`src/rtl/cfgp_pkg.sv`:
```
package cfgp_pkg;
  typedef enum logic [1:0] {
    LK_CLOSED = 2'd0,
    LK_HALF   = 2'd1,
    LK_OPEN   = 2'd2
  } lock_st_t;

  localparam logic [7:0] IDX_LDSEL  = 8'h07;
  localparam logic [7:0] IDX_DEV_HI = 8'h20;
  localparam logic [7:0] IDX_DEV_LO = 8'h21;
  localparam logic [7:0] IDX_REV    = 8'h22;
  localparam logic [7:0] IDX_VEN_HI = 8'h23;
  localparam logic [7:0] IDX_VEN_LO = 8'h24;
  localparam logic [7:0] IDX_FWD_LO = 8'h30;
  localparam logic [7:0] LOCKED_RD  = 8'hFF;
endpackage

```
`src/rtl/cfgp_unlock.sv`:
```
module cfgp_unlock
  import cfgp_pkg::*;
#(
  parameter logic [7:0] KEY_OPEN  = 8'h87,
  parameter logic [7:0] KEY_CLOSE = 8'hAA
) (
  input  logic       clk,
  input  logic       rst,
  input  logic       idx_wr,
  input  logic [7:0] wdata,
  output logic       cfg_open,
  output logic       idx_load
);
  lock_st_t st_q, st_d;

  always_comb begin
    st_d = st_q;
    if (idx_wr) begin
      unique case (st_q)
        LK_CLOSED: if (wdata == KEY_OPEN) st_d = LK_HALF;
        LK_HALF:   st_d = (wdata == KEY_OPEN) ? LK_OPEN : LK_CLOSED;
        LK_OPEN:   if (wdata == KEY_CLOSE) st_d = LK_CLOSED;
        default:   st_d = LK_CLOSED;
      endcase
    end
  end

  always_ff @(posedge clk) begin
    if (rst) st_q <= LK_CLOSED;
    else     st_q <= st_d;
  end

  assign cfg_open = (st_q == LK_OPEN);
  assign idx_load = cfg_open && idx_wr && (wdata != KEY_CLOSE);

  AST_OPEN_TWO_KEYS: assert property (@(posedge clk) disable iff (rst)
    $rose(cfg_open) |-> $past(st_q == LK_HALF && idx_wr && wdata == KEY_OPEN));
  AST_BAD_KEY_RESTART: assert property (@(posedge clk) disable iff (rst)
    (st_q == LK_HALF && idx_wr && wdata != KEY_OPEN) |=> (st_q == LK_CLOSED));
  AST_CLOSE_KEY: assert property (@(posedge clk) disable iff (rst)
    (cfg_open && idx_wr && wdata == KEY_CLOSE) |=> !cfg_open);
endmodule

```
`src/rtl/cfgp_globals.sv`:
```
module cfgp_globals
  import cfgp_pkg::*;
#(
  parameter logic [15:0] DEV_ID = 16'h0541,
  parameter logic [7:0]  REV    = 8'h12,
  parameter logic [15:0] VEN_ID = 16'h1934
) (
  input  logic       clk,
  input  logic       rst,
  input  logic       wr_en,
  input  logic [7:0] idx,
  input  logic [7:0] wdata,
  output logic [7:0] ldn,
  output logic [7:0] rd_val
);
  always_ff @(posedge clk) begin
    if (rst)                             ldn <= 8'h00;
    else if (wr_en && idx == IDX_LDSEL)  ldn <= wdata;
  end

  always_comb begin
    unique case (idx)
      IDX_LDSEL:  rd_val = ldn;
      IDX_DEV_HI: rd_val = DEV_ID[15:8];
      IDX_DEV_LO: rd_val = DEV_ID[7:0];
      IDX_REV:    rd_val = REV;
      IDX_VEN_HI: rd_val = VEN_ID[15:8];
      IDX_VEN_LO: rd_val = VEN_ID[7:0];
      default:    rd_val = 8'h00;
    endcase
  end

  AST_LDN_ONLY_SELECT: assert property (@(posedge clk) disable iff (rst)
    !(wr_en && idx == IDX_LDSEL) |=> $stable(ldn));
endmodule

```
`src/rtl/cfg_port_ctrl.sv`:
```
module cfg_port_ctrl
  import cfgp_pkg::*;
#(
  parameter int          ADDR_W    = 16,
  parameter logic [15:0] BASE_ADDR = 16'h002E,
  parameter logic [15:0] DEV_ID    = 16'h0541,
  parameter logic [7:0]  REV       = 8'h12,
  parameter logic [15:0] VEN_ID    = 16'h1934,
  parameter logic [7:0]  KEY_OPEN  = 8'h87,
  parameter logic [7:0]  KEY_CLOSE = 8'hAA
) (
  input  logic              clk,
  input  logic              rst,
  input  logic [ADDR_W-1:0] io_addr,
  input  logic              io_wr,
  input  logic              io_rd,
  input  logic [7:0]        io_wdata,
  output logic [7:0]        io_rdata,
  output logic [7:0]        ld_num,
  output logic [7:0]        ld_reg,
  output logic [7:0]        ld_wdata,
  output logic              ld_wr,
  output logic              ld_rd,
  input  logic [7:0]        ld_rdata
);
  localparam logic [ADDR_W-1:0] IDX_PORT = ADDR_W'(BASE_ADDR);
  localparam logic [ADDR_W-1:0] DAT_PORT = ADDR_W'(BASE_ADDR + 16'd1);

  logic       idx_hit, dat_hit, cfg_open, idx_load, fwd_sel, dat_wr_ok;
  logic [7:0] index_q, glb_val;

  assign idx_hit   = (io_addr == IDX_PORT);
  assign dat_hit   = (io_addr == DAT_PORT);
  assign fwd_sel   = (index_q >= IDX_FWD_LO);
  assign dat_wr_ok = io_wr && dat_hit && cfg_open;

  cfgp_unlock #(.KEY_OPEN(KEY_OPEN), .KEY_CLOSE(KEY_CLOSE)) u_unlock (
    .clk(clk), .rst(rst), .idx_wr(io_wr && idx_hit), .wdata(io_wdata),
    .cfg_open(cfg_open), .idx_load(idx_load)
  );

  cfgp_globals #(.DEV_ID(DEV_ID), .REV(REV), .VEN_ID(VEN_ID)) u_globals (
    .clk(clk), .rst(rst), .wr_en(dat_wr_ok && !fwd_sel), .idx(index_q),
    .wdata(io_wdata), .ldn(ld_num), .rd_val(glb_val)
  );

  always_ff @(posedge clk) begin
    if (rst)           index_q <= 8'h00;
    else if (idx_load) index_q <= io_wdata;
  end

  always_ff @(posedge clk) begin
    if (rst) begin
      ld_wr    <= 1'b0;
      ld_rd    <= 1'b0;
      ld_wdata <= 8'h00;
    end else begin
      ld_wr <= dat_wr_ok && fwd_sel;
      ld_rd <= io_rd && dat_hit && cfg_open && fwd_sel;
      if (dat_wr_ok && fwd_sel) ld_wdata <= io_wdata;
    end
  end

  always_ff @(posedge clk) begin
    if (rst) io_rdata <= LOCKED_RD;
    else if (io_rd && idx_hit)
      io_rdata <= cfg_open ? index_q : LOCKED_RD;
    else if (io_rd && dat_hit)
      io_rdata <= !cfg_open ? LOCKED_RD : (fwd_sel ? ld_rdata : glb_val);
  end

  assign ld_reg = index_q;

  AST_LOCKED_READ_FF: assert property (@(posedge clk) disable iff (rst)
    (io_rd && (idx_hit || dat_hit) && !cfg_open) |=> (io_rdata == 8'hFF));
  AST_LOCKED_NO_STROBE: assert property (@(posedge clk) disable iff (rst)
    !cfg_open |=> (!ld_wr && !ld_rd));
  AST_INDEX_FROZEN_LOCKED: assert property (@(posedge clk) disable iff (rst)
    !cfg_open |=> $stable(ld_reg));
  AST_FWD_RANGE: assert property (@(posedge clk) disable iff (rst)
    (ld_wr || ld_rd) |-> (ld_reg >= 8'h30));
  AST_FOREIGN_ADDR_HOLD: assert property (@(posedge clk) disable iff (rst)
    (!idx_hit && !dat_hit) |=> ($stable(io_rdata) && !ld_wr && !ld_rd));
endmodule

```
`config.mk`:
```
export PLATFORM = sky130hd
export DESIGN_NAME = cfg_port_ctrl
export DESIGN_NICKNAME = d
export VERILOG_FILES = /design/src/rtl/cfgp_pkg.sv /design/src/rtl/cfgp_unlock.sv /design/src/rtl/cfgp_globals.sv /design/src/rtl/cfg_port_ctrl.sv
export SDC_FILE = /design/constraint.sdc
export NUM_CORES = 1
export LEC_CHECK = 0
export ABC_AREA = 0
export BUFFER_PORTS_ARGS = -buffer_cell sky130_fd_sc_hd__buf_4
export CORE_ASPECT_RATIO = 0.6
export CORE_MARGIN = 2
export CORE_UTILIZATION = 54
export CTS_BUF_LIST = sky130_fd_sc_hd__clkbuf_4 sky130_fd_sc_hd__clkbuf_8
export DETAILED_ROUTE_END_ITERATION = 12
export PLACE_DENSITY = 0.88
export SLEW_MARGIN = 5
export SYNTH_ARGS = -nofsm -noshare
export SYNTH_HDL_FRONTEND = slang
export SYNTH_SLANG_ARGS = --single-unit
```
`constraint.sdc`:
```
create_clock -name clk -period 5.1 [get_ports clk]
set_input_delay 0.765 -clock clk [delete_from_list [all_inputs] [get_ports clk]]
set_output_delay 0.765 -clock clk [all_outputs]
set_load 0.005 [all_outputs]
```
# [Yosys cells after proc, flatten, opt, wreduce, memory -nomap -nowiden]
# Index checks and enable logic that the tools add are counted.
[classes] n_mux=10 n_reduce_logical=16 order_cmp=1 n_eq_ne=15
[ops] operator="8-bit one-hot mux with 6 select lines" count=1
[ops] operator="8-bit by 6-bit == test with 1-bit output, second input constant" count=5
[ops] operator="8-bit two-way mux" count=5
[ops] operator="16-bit by 6-bit == test with 1-bit output, second input constant" count=2
[ops] operator="8-bit == test, second input constant" count=2
[ops] operator="1-bit logical AND" count=12
[ops] operator="8-bit by 3-bit == test with 1-bit output, second input constant" count=1
[ops] operator="8-bit by 6-bit >= comparator with 1-bit output, second input constant" count=1
[ops] operator="8-bit != test, second input constant" count=1
[ops] operator="2-bit two-way mux" count=3
[ops] operator="2-bit one-hot mux with 3 select lines" count=1
[ops] operator="2-bit by 1-bit != test with 1-bit output, second input constant" count=2
[ops] operator="3-bit AND reduction" count=1
[ops] operator="2-bit by 1-bit == test with 1-bit output, second input constant" count=1
[ops] operator="2-bit == test, second input constant" count=1
[ops] operator="2-bit logical NOT" count=1
[ops] operator="2-bit nonzero test" count=1
[ops] operator="1-bit logical NOT" count=1
[word_totals] in_bits=36 register_bits=36

# [Depth between registers and ports, before layout]
# Gate-level depths: netlist (run 1).
[logic_depth] word_depth=6 mapped_depth=6 ltp_nobuf=5

# [Hierarchy]
# A second synthesis (run 1) with hierarchy kept.
[hier_totals] cells_unflattened=219 area_unflattened_um2=1983.2
[by_module_without_submodules] module="cfg_port_ctrl" n_inst=1 area_per_inst_um2=1276.2 seq_area_each_um2=520.5 cells_per_inst=137
[by_module_without_submodules] module="cfgp_globals" n_inst=1 area_per_inst_um2=561.8 seq_area_each_um2=160.2 cells_per_inst=66
[by_module_without_submodules] module="cfgp_unlock" n_inst=1 area_per_inst_um2=145.1 seq_area_each_um2=40.0 cells_per_inst=16

# [Least setup slack after synthesis (run 1)]
# OpenSTA, ideal clock, no wires.
[synth_path] path_kind="input to register" from="input io_addr[7]" to="register io_rdata[3]" setup_time_ps=136 t_arrival_ps=1931 t_required_ps=4964 cell_stages=5 slack_ps=3032 n_path_buf=0 cell_sequence="nor4b_2 -> nand3_2 -> or4_1 -> o31ai_1 -> a21oi_1"
[synth_between] elab_chain_cells=3 elab_cells_between_ends=6 cone_classes="eq/ne: 2; mux: 1; reduce/logical: 3"
[synth_rtl] item="from (decl)" line="cfg_port_ctrl.sv:14" rtl="input logic [ADDR_W-1:0] io_addr,"
[synth_rtl] item="16-bit by 6-bit == test with 1-bit output (on tied branches)" line="cfg_port_ctrl.sv:32, cfg_port_ctrl.sv:33"
[synth_rtl] item="1-bit logical AND (on tied branches)" line="cfg_port_ctrl.sv:66, cfg_port_ctrl.sv:68"
[synth_rtl] item="8-bit two-way mux / 2-bit nonzero test (equally long branches)"
[synth_rtl] item="to (signal assigned)" line="cfg_port_ctrl.sv:67" rtl="io_rdata <= cfg_open ? index_q : LOCKED_RD;"
[synth_rtl] item="to (signal assigned)" line="cfg_port_ctrl.sv:69" rtl="io_rdata <= !cfg_open ? LOCKED_RD : (fwd_sel ? ld_rdata : glb_val);"
[synth_rtl] item="to (decl)" line="cfg_port_ctrl.sv:18" rtl="output logic [7:0] io_rdata,"
# Several ways; a longest one is shown, not always the timed one.
# A chain may end at the register's enable or synchronous reset.

# [Worst setup path in the final report (run 1)]
[layout_path] from="input io_addr[13]" to="register u_globals.ldn[4]"
[layout_between] elab_chain_cells=5
[layout_rtl] item="16-bit by 6-bit == test with 1-bit output" line="cfg_port_ctrl.sv:33" rtl="assign dat_hit = (io_addr == DAT_PORT);"
[layout_rtl] item="1-bit logical AND (2 in a row)" line="cfg_port_ctrl.sv:35" rtl="assign dat_wr_ok = io_wr && dat_hit && cfg_open;"
[layout_rtl] item="1-bit logical AND" line="cfg_port_ctrl.sv:43" rtl=".clk(clk), .rst(rst), .wr_en(dat_wr_ok && !fwd_sel), .idx(index_q),"
[layout_rtl] item="1-bit logical AND" line="cfgp_globals.sv:18" rtl="else if (wr_en && idx == IDX_LDSEL) ldn <= wdata;"
[layout_rtl] item="to (signal assigned)" line="cfgp_globals.sv:18"
[layout_rtl] item="to (decl)" line="cfgp_globals.sv:13" rtl="output logic [7:0] ldn,"
# No other way between the ends.

==> reports/qor.yml, run 1 <==
status: "finished, final reports clean"
path_cells: "buf_4 > nor3_2 > nand4_1 > nor3b_2 > mux2i_1 > nor2_1"
ctsHoldBuffers: 0
fin_area_um2: 2410
fp.dieH_um: 48.3
track_usage: 0.277
cts_root_buf: "clkbuf_8"
required_ps: 5270
gp_congestion: 0.922
totalWireLength_mm: 4.87
r2r-start: "ld_reg[4]"
drtAntennaViolNets: 0
post_cts_buffers: 0
comb_power_share: 0.072
swShare: 0.221
cts_buffers: 5
crit_path_start_kind: "input port"
cts_tree: "yes"
die_w_um: 77.9
overflow: 0
start_util: 0.556
setup_violations: 0
p_sw_mw: 0.118
fmax_mhz: 418
r2r-end: "u_globals.ldn[4]"
reg2reg_depth: 5
layout_common_cells: "buf_4 (69), nor2_1 (37), dfxtp_1 (36), mux2i_1 (29), a21oi_1 (11)"
rows: 16
synth_nets: 224
path_buf_inv: 1
fin_crit_sh: 0.469
power_density_nw_per_um2: 222
grt_pass1_wl_mm: 8.21
worst_pin_slew_ps: 826
num_io_pins: 70
dieArea_um2: 3770
skew_ps: 5.56
n_fill_cell: 232
syn_to_final_growth_pct: 36.1
cpLargestDelayFamily: "simple AND/OR/NAND/NOR gates"
setup_slack_ps: 2710
viasPerCell: 5.77
ys_seq_elements: 36
synth_area_um2: 1770
clock-sinks: 36
place_hpwl_mm: 3.68
drive_gt1_frac: 0.351
reg2reg_slack_ps: 2780
rsz0062_at_grt: "false"
insertion_delay_ps: 290
finalNetCount: 294
hp-class: "register to register"
route.detailed.drc: 0
netlist_instances: 188
final_common_cell: "buf_4"
pre_cts_slack_ps: 2420
synth_area_per_cell_um2: 9.41
clkTransAtPathRegs_ps: 70
min_from: "io_rdata[6]"
period_needed_ps: 2390
wl_per_cell_um: 16.0
critPathKind: "input port to register"
first_pass_iters: 4
drtIter0Drc: 147
cts.path.max_buffers: 2
yosysSeqAreaShare: 0.407
antenna_found_initial: 0
worstHoldPathCells: 2
ctsHtreeMaxLevel: 2
whs_endpoint: "io_rdata[6]"
crit_slowest_cell: "nor3b_2"
grt_pass1_vias: 1681
core_area_um2: 3180
end_kind: "register"
worstPathArrival_ps: 2560
cp_slowest_stage_delay_ps: 760
dpl-instance-area_um2: 2310
yosysWarnings: 0
cap_violations: 0
max-vdd-ir-drop_uv: 168
p_seq_frac: 0.525
tns_ps: 0
worst-path-max-fanout: 8
ys_types: 45
drv_slew: 0
power.internal_mw: 0.417
maxSlewHeadroom: 0.447
leakage_nw: 0.998
diodes: 0
final_util: 0.757
hold_viol_final: 0
clock_power_share: 0.403
ctsResizeCount: 0
io_buffers: 69
vias: 1753
grt_max_degree: 31
==> Yosys cell counts (all sizes together) <==
cell type,count,share of area
nor2,37,0.078
dfxtp,36,0.41
mux2i,29,0.16
a21oi,11,0.031
nand2,10,0.021
o21ai,7,0.020
nor3,5,0.029
nor4,5,0.035
nand3,4,0.014
buf,3,0.012
clkbuf,3,0.0064
nand2b,3,0.011
nand4,3,0.014
nor4b,3,0.018
a22o,2,0.0099
and3b,2,0.0099
and4b,2,0.011
nand4b,2,0.0099
nor2b,2,0.0071
nor3b,2,0.011
a211o,1,0.0057
a211oi,1,0.0042
a221o,1,0.0057
a22oi,1,0.0042
a31o,1,0.0050
a31oi,1,0.0035
a32oi,1,0.0050
a41oi,1,0.0050
and2,1,0.0035
and3,1,0.0064
nand3b,1,0.0042
nor4bb,1,0.0057
o2111ai,1,0.0050
o21a,1,0.0042
o31ai,1,0.0042
or2,1,0.0035
or4,1,0.0042
==> worst max-delay path by stage <==
stage,slack [ps],startpoint,depth (start not counted),to
finish,2710,io_addr[13],6,u_globals.ldn[4]
global route,2590,io_addr[13],6,u_globals.ldn[7]
CTS,2710,io_addr[13],6,u_globals.ldn[4]
detailed placement,2420,io_addr[13],6,u_globals.ldn[4]
global placement,2530,io_addr[9],6,u_globals.ldn[1]
floorplan,3030,io_addr[7],5,io_rdata[3]
==> worst reg2reg max path, delay by kind of cell, from the launching register on <==
kind / cells / cell delay [ps]
and+or+nand+nor: 4 / 1500
DFF: 1 / 410
muxes: 1 / 290
==> through the flow <==
stage / std cells / power [mW] / hold WS (ps)
global route: 304 / 0.554 / 522
floorplan: 188 / 0.298 / 470
finish: 304 / 0.535 / 487
CTS: 304 / 0.536 / 493
detailed placement: 296 / 0.326 / 480
global placement: 296 / 0.325 / 477
==> power by group through the flow <==
stage / clock (mW) / combinational (mW) / sequential (mW)
after CTS: 0.217 / 0.0385 / 0.281
after global placement: 0 / 0.0376 / 0.287
after global routing: 0.231 / 0.0418 / 0.281
after detailed placement: 0 / 0.0385 / 0.287
final: 0.216 / 0.0387 / 0.281
after floorplan: 0 / 0.0102 / 0.287
==> layer usage <==
layer | vias to the layer above | GRT usage | share of wire
li1 | 826 | - | -
met1 | 841 | 0.400 | 0.47
met2 | 75 | 0.412 | 0.44
met3 | 11 | 0.0672 | 0.070
met4 | 0 | 0.0848 | 0.016
met5 | - | 0 | 0
==> logic make-up after synthesis <==
group,after synthesis,share of synthesized area
flip-flops,36,0.407
AND/OR/NAND/NOR,86,0.298
buffers and inverters,6,0.0184
AO/OA/AOI/OAI,31,0.112
multiplexers,29,0.164
==> cell type report <==
type                    count  area, um2  area share
flip-flops and latches     36        721       0.299
clock buffers               7       90.1      0.0374
clock inverters             1       7.51     0.00312
multi-input cells         146       1020       0.422
well taps                  45       56.3      0.0234
repair buffers             69        518       0.215
(Power assumes the default switching activity.)
==> run 2: changes to the inputs <==
--- a/config.mk
+++ b/config.mk
@@ -9,10 +9,10 @@
 export BUFFER_PORTS_ARGS = -buffer_cell sky130_fd_sc_hd__buf_4
 export CORE_ASPECT_RATIO = 0.6
 export CORE_MARGIN = 2
-export CORE_UTILIZATION = 54
+export CORE_UTILIZATION = 45
 export CTS_BUF_LIST = sky130_fd_sc_hd__clkbuf_4 sky130_fd_sc_hd__clkbuf_8
 export DETAILED_ROUTE_END_ITERATION = 12
-export PLACE_DENSITY = 0.88
+export PLACE_DENSITY = 0.78
 export SLEW_MARGIN = 5
 export SYNTH_ARGS = -nofsm -noshare
 export SYNTH_HDL_FRONTEND = slang
==> constraint.sdc (replaced) <==
create_clock -name clk -period 2.2 [get_ports clk]
set_input_delay 0.33 -clock clk [delete_from_list [all_inputs] [get_ports clk]]
set_output_delay 0.33 -clock clk [all_outputs]
set_load 0.005 [all_outputs]
==> run 2 against run 1 <==
- via count is the same
- die area grew 19%
- first-iteration DRC count grew 19%
- non-clock buffer count grew 4
- wire length is the same
- worst hold slack lost 190 ps
- clock skew shrank 1.2 ps
- clock power grew 120%
- setup slack lost 2300 ps
- register-to-register slack lost 2400 ps
- combinational power grew 130%
- largest cell class unchanged
==> reports/qor.yml, run 2 (synthesis gave the netlist of run 1 again) <==
status: "finished, final reports clean"
worstPathArrival_ps: 1990
route.detailed.drc: 0
cap_violations: 0
setup_violations: 0
reg2reg_slack_ps: 390
period_needed_ps: 1810
rows: 17
drtIter0Drc: 175
place_hpwl_mm: 3.79
critPathKind: "register to register"
wl_per_cell_um: 15.7
vias: 1753
totalWireLength_mm: 4.87
fmax_mhz: 552
diodes: 0
crit_slowest_cell: "dfxtp_1"
drtAntennaViolNets: 0
seq_area_um2: 721
die_w_um: 85.0
path_cells: "and3b_1 > and3_4 > nor3b_2 > buf_4 > mux2i_1 > nor2_1"
whs_endpoint: "ld_reg[7]"
power_density_nw_per_um2: 496
fin_crit_sh: 0.823
finalNetCount: 298
cts_root_buf: "clkbuf_8"
setup_slack_ps: 390
min_from: "io_wdata[7]"
rsz0062_at_grt: "false"
first_pass_iters: 5
final_common_cell: "buf_4"
tns_ps: 0
syn_to_final_growth_pct: 37.4
clock-sinks: 36
track_usage: 0.225
fp.dieH_um: 52.6
drv_slew: 0
cts_tree: "yes"
hold_viol_final: 0
multi_input_area_um2: 1020
num_io_pins: 70
pre_cts_slack_ps: 223
cp_slowest_stage_delay_ps: 500
skew_ps: 4.37
crit_path_start_kind: "register"
antenna_found_initial: 0
worst_pin_slew_ps: 660
end_kind: "register"
maxSlewHeadroom: 0.557
ctsHoldBuffers: 0
path_buf_inv: 1
hp-class: "input port to register"
insertion_delay_ps: 290
n_fill_cell: 322
worstHoldPathCells: 3
grt_max_degree: 31
cpLargestDelayFamily: "simple AND/OR/NAND/NOR gates"
cts_buffers: 5
start_util: 0.475
io_buffers: 69
max-vdd-ir-drop_uv: 334
overflow: 0
ctsHtreeMaxLevel: 2
worst-path-max-fanout: 9
required_ps: 2380
cts.path.max_buffers: 2
core_area_um2: 3720
r2r-start: "ld_reg[0]"
drive_gt1_frac: 0.361
layout_common_cells: "buf_4 (73), nor2_1 (37), dfxtp_1 (36), mux2i_1 (29), a21oi_1 (11)"
reg2reg_depth: 6
clkTransAtPathRegs_ps: 70
post_cts_buffers: 0
grt_pass1_wl_mm: 7.63
gp_congestion: 0.937
leakage_nw: 1.02
r2r-end: "u_globals.ldn[2]"
grt_pass1_vias: 1490
ctsResizeCount: 0
dieArea_um2: 4470
viasPerCell: 5.65
[run 2: how the worst max path moves through the flow]
stage               cells past startpoint          endpoint  startpoint
finish                                  6  u_globals.ldn[2]   ld_reg[0]
global route                            6  u_globals.ldn[6]   ld_reg[0]
CTS                                     6  u_globals.ldn[2]   ld_reg[0]
detailed placement                      6       io_rdata[1]  io_addr[9]
global placement                        6       io_rdata[1]  io_addr[7]
floorplan                               6  u_globals.ldn[4]   ld_reg[4]
[run 2: stage by stage]
stage / hold slack, ps / util / cell area, um2 / power, mW / instances
2_1_floorplan: 470 / - / 1770 / 0.690 / 188
3_3_place_gp: 480 / 0.630 / 2340 / 0.755 / 302
3_5_place_dp: 480 / 0.630 / 2340 / 0.756 / 302
4_1_cts: 294 / 0.653 / 2430 / 1.21 / 310
5_1_grt: 313 / 0.653 / 2430 / 1.26 / 310
6_report: 300 / 0.653 / 2430 / 1.21 / 310
[run 2: area by class of cell]
cell class	instances	share of cell area
Sequential cell	36	0.296
Clock buffer	5	0.0283
Multi-Input combinational cell	146	0.418
Tap cell	47	0.0242
Clock inverter	3	0.00772
Timing Repair Buffer	73	0.225
[run 2: metal layers]
layer / share of wire / global-route usage / wire (um)
met3: 0.10 / 0.0803 / 504
met4: 0.00021 / 0.0238 / 1
met1: 0.50 / 0.339 / 2450
met2: 0.39 / 0.313 / 1910
met5: 0 / 0 / 0
[run 2: report_power, final]
group | internal [mW] | total [mW] | switching, mW
logic | 0.0487 | 0.0900 | 0.0413
clock network | 0.220 | 0.465 | 0.244
registers | 0.651 | 0.651 | 0.00000000158
total | 0.920 | 1.21 | 0.286
[run 2: tightest hold or removal path, stage by stage]
cell	delay (ps)
buf_4	100
mux2i_1	60
nor2_1	70
==> run 3: changes to the inputs <==
==> constraint.sdc (replaced) <==
create_clock -name clk -period 1.6 [get_ports clk]
set_input_delay 0.24 -clock clk [delete_from_list [all_inputs] [get_ports clk]]
set_output_delay 0.24 -clock clk [all_outputs]
set_load 0.005 [all_outputs]
==> run 3 against run 2 <==
- via count is 4.2% higher
- critical path type unchanged
- fmax rose by 14%
- global-route usage is 2.6 points higher
- total power is 43% higher
==> reports/qor.yml, run 3 (synthesis gave the netlist of run 1 again) <==
skew_ps: 1.95
cts_root_buf: "clkbuf_8"
worst_pin_slew_ps: 447
drtIter0Drc: 103
route.detailed.drc: 0
hp-class: "input port to register"
dieArea_um2: 4470
total_power_mw: 1.72
tns_ps: 0
grt_pass1_wl_mm: 8.47
max-vdd-ir-drop_uv: 578
rows: 17
cts.path.max_buffers: 2
required_ps: 1770
fmax_mhz: 631
n_fill_cell: 303
drtAntennaViolNets: 0
layout_common_cells: "buf_4 (95), nor2_1 (37), dfxtp_1 (32), mux2i_1 (29), a21oi_1 (11)"
cap_violations: 0
final_common_cell: "buf_4"
leakage_nw: 1.17
power_density_nw_per_um2: 636
rsz0062_at_grt: "true"
cpLargestDelayFamily: "simple AND/OR/NAND/NOR gates"
path_buf_inv: 1
grt_pass1_vias: 1692
place_hpwl_mm: 4.09
worst-path-max-fanout: 8
hold_viol_final: 0
cts_buffers: 5
path_cells: "nor4_4 > and3_4 > nor3b_2 > buf_6 > mux2i_1 > nor2_1"
maxSlewHeadroom: 0.701
antenna_found_initial: 0
start_util: 0.475
period_needed_ps: 1590
drv_slew: 0
core_area_um2: 3720
die_w_um: 85.0
insertion_delay_ps: 290
ctsHoldBuffers: 0
totalWireLength_mm: 5.42
fp.dieH_um: 52.6
finalNetCount: 323
fin_crit_sh: 0.991
setup_violations: 0
grt_max_degree: 31
cp_slowest_stage_delay_ps: 340
drive_gt1_frac: 0.444
track_usage: 0.251
overflow: 0
hold_slack_ps: 235
crit_slowest_cell: "dfxtp_2"
io_buffers: 69
worstPathArrival_ps: 1750
clock-sinks: 36
cts_tree: "yes"
ctsHtreeMaxLevel: 2
end_kind: "register"
viasPerCell: 5.45
gp_congestion: 0.878
seq_area_um2: 728
critPathKind: "register to register"
wl_per_cell_um: 16.2
multi_input_area_um2: 1060
clkTransAtPathRegs_ps: 70
vias: 1826
status: "finished, final reports clean"
syn_to_final_growth_pct: 52.9
num_io_pins: 70
diodes: 0
first_pass_iters: 4
crit_path_start_kind: "register"
-- run 3: cell count changes in the layout (fill, tap and decap cells not counted), sizes merged --
cell / delta
clkinvlp: +1
clkinv: -3
buf: +25
clkbuf: +2
-- run 3: worst register-to-register path: cells and delay by family (launching register included) --
kind / cells / cell delay, ps
buffers and inverters: 1 / 190
DFF: 1 / 340
muxes: 1 / 190
and+or+nand+nor: 4 / 740
-- run 3: power breakdown --
| group | leakage, nW | internal [mW] | switching [mW] | total (mW) |
|---|---|---|---|---|
| Combinational | 0.830 | 0.0773 | 0.0630 | 0.140 |
| Clock | 0.0479 | 0.367 | 0.319 | 0.685 |
| Sequential | 0.293 | 0.894 | 0.00000000218 | 0.894 |
| Total | 1.17 | 1.34 | 0.382 | 1.72 |
-- run 3: through the flow --
step	util	area [um2]	setup WS [ps]	std cells
3_3_place_gp	0.683	2540	-174	325
4_1_cts	0.712	2650	6.83	333
3_5_place_dp	0.683	2540	-193	325
5_1_grt	0.727	2710	-56.8	335
2_1_floorplan	-	1770	-40.7	188
6_report	0.727	2710	14.6	335
-- run 3: metal layers --
| layer | share of wire | wire length [um] | track usage |
|---|---|---|---|
| met1 | 0.48 | 2600 | 0.343 |
| met2 | 0.44 | 2370 | 0.395 |
| met3 | 0.073 | 398 | 0.0677 |
| met4 | 0.0092 | 50 | 0.0688 |
| met5 | 0 | 0 | 0 |
-- run 3: what timing repair did --
action,4_1_cts,5_1_grt
setup endpoints to repair,16,30
resized for setup,3,9
buffers inserted,0,2
pin swaps,0,4
-- run 3: worst paths after layout --
| path | endpoint | slack, ps | start | depth (start not counted) |
|---|---|---|---|---|
| min | u_globals.ldn[3] | 240 | io_wdata[3] | 3 |
| max reg2reg | u_globals.ldn[0] | 10 | ld_reg[7] | 6 |
| min reg2reg | io_rdata[2] | 500 | io_rdata[2] | 2 |
| max | u_globals.ldn[0] | 10 | ld_reg[7] | 6 |
-- run 3: area by class of cell --
cell class	count	share of cell area
flip-flops and latches	36	0.269
multi-input cells	146	0.390
repair buffers	98	0.283
clock buffers	7	0.0333
clock inverters	1	0.00278
well taps	47	0.0217
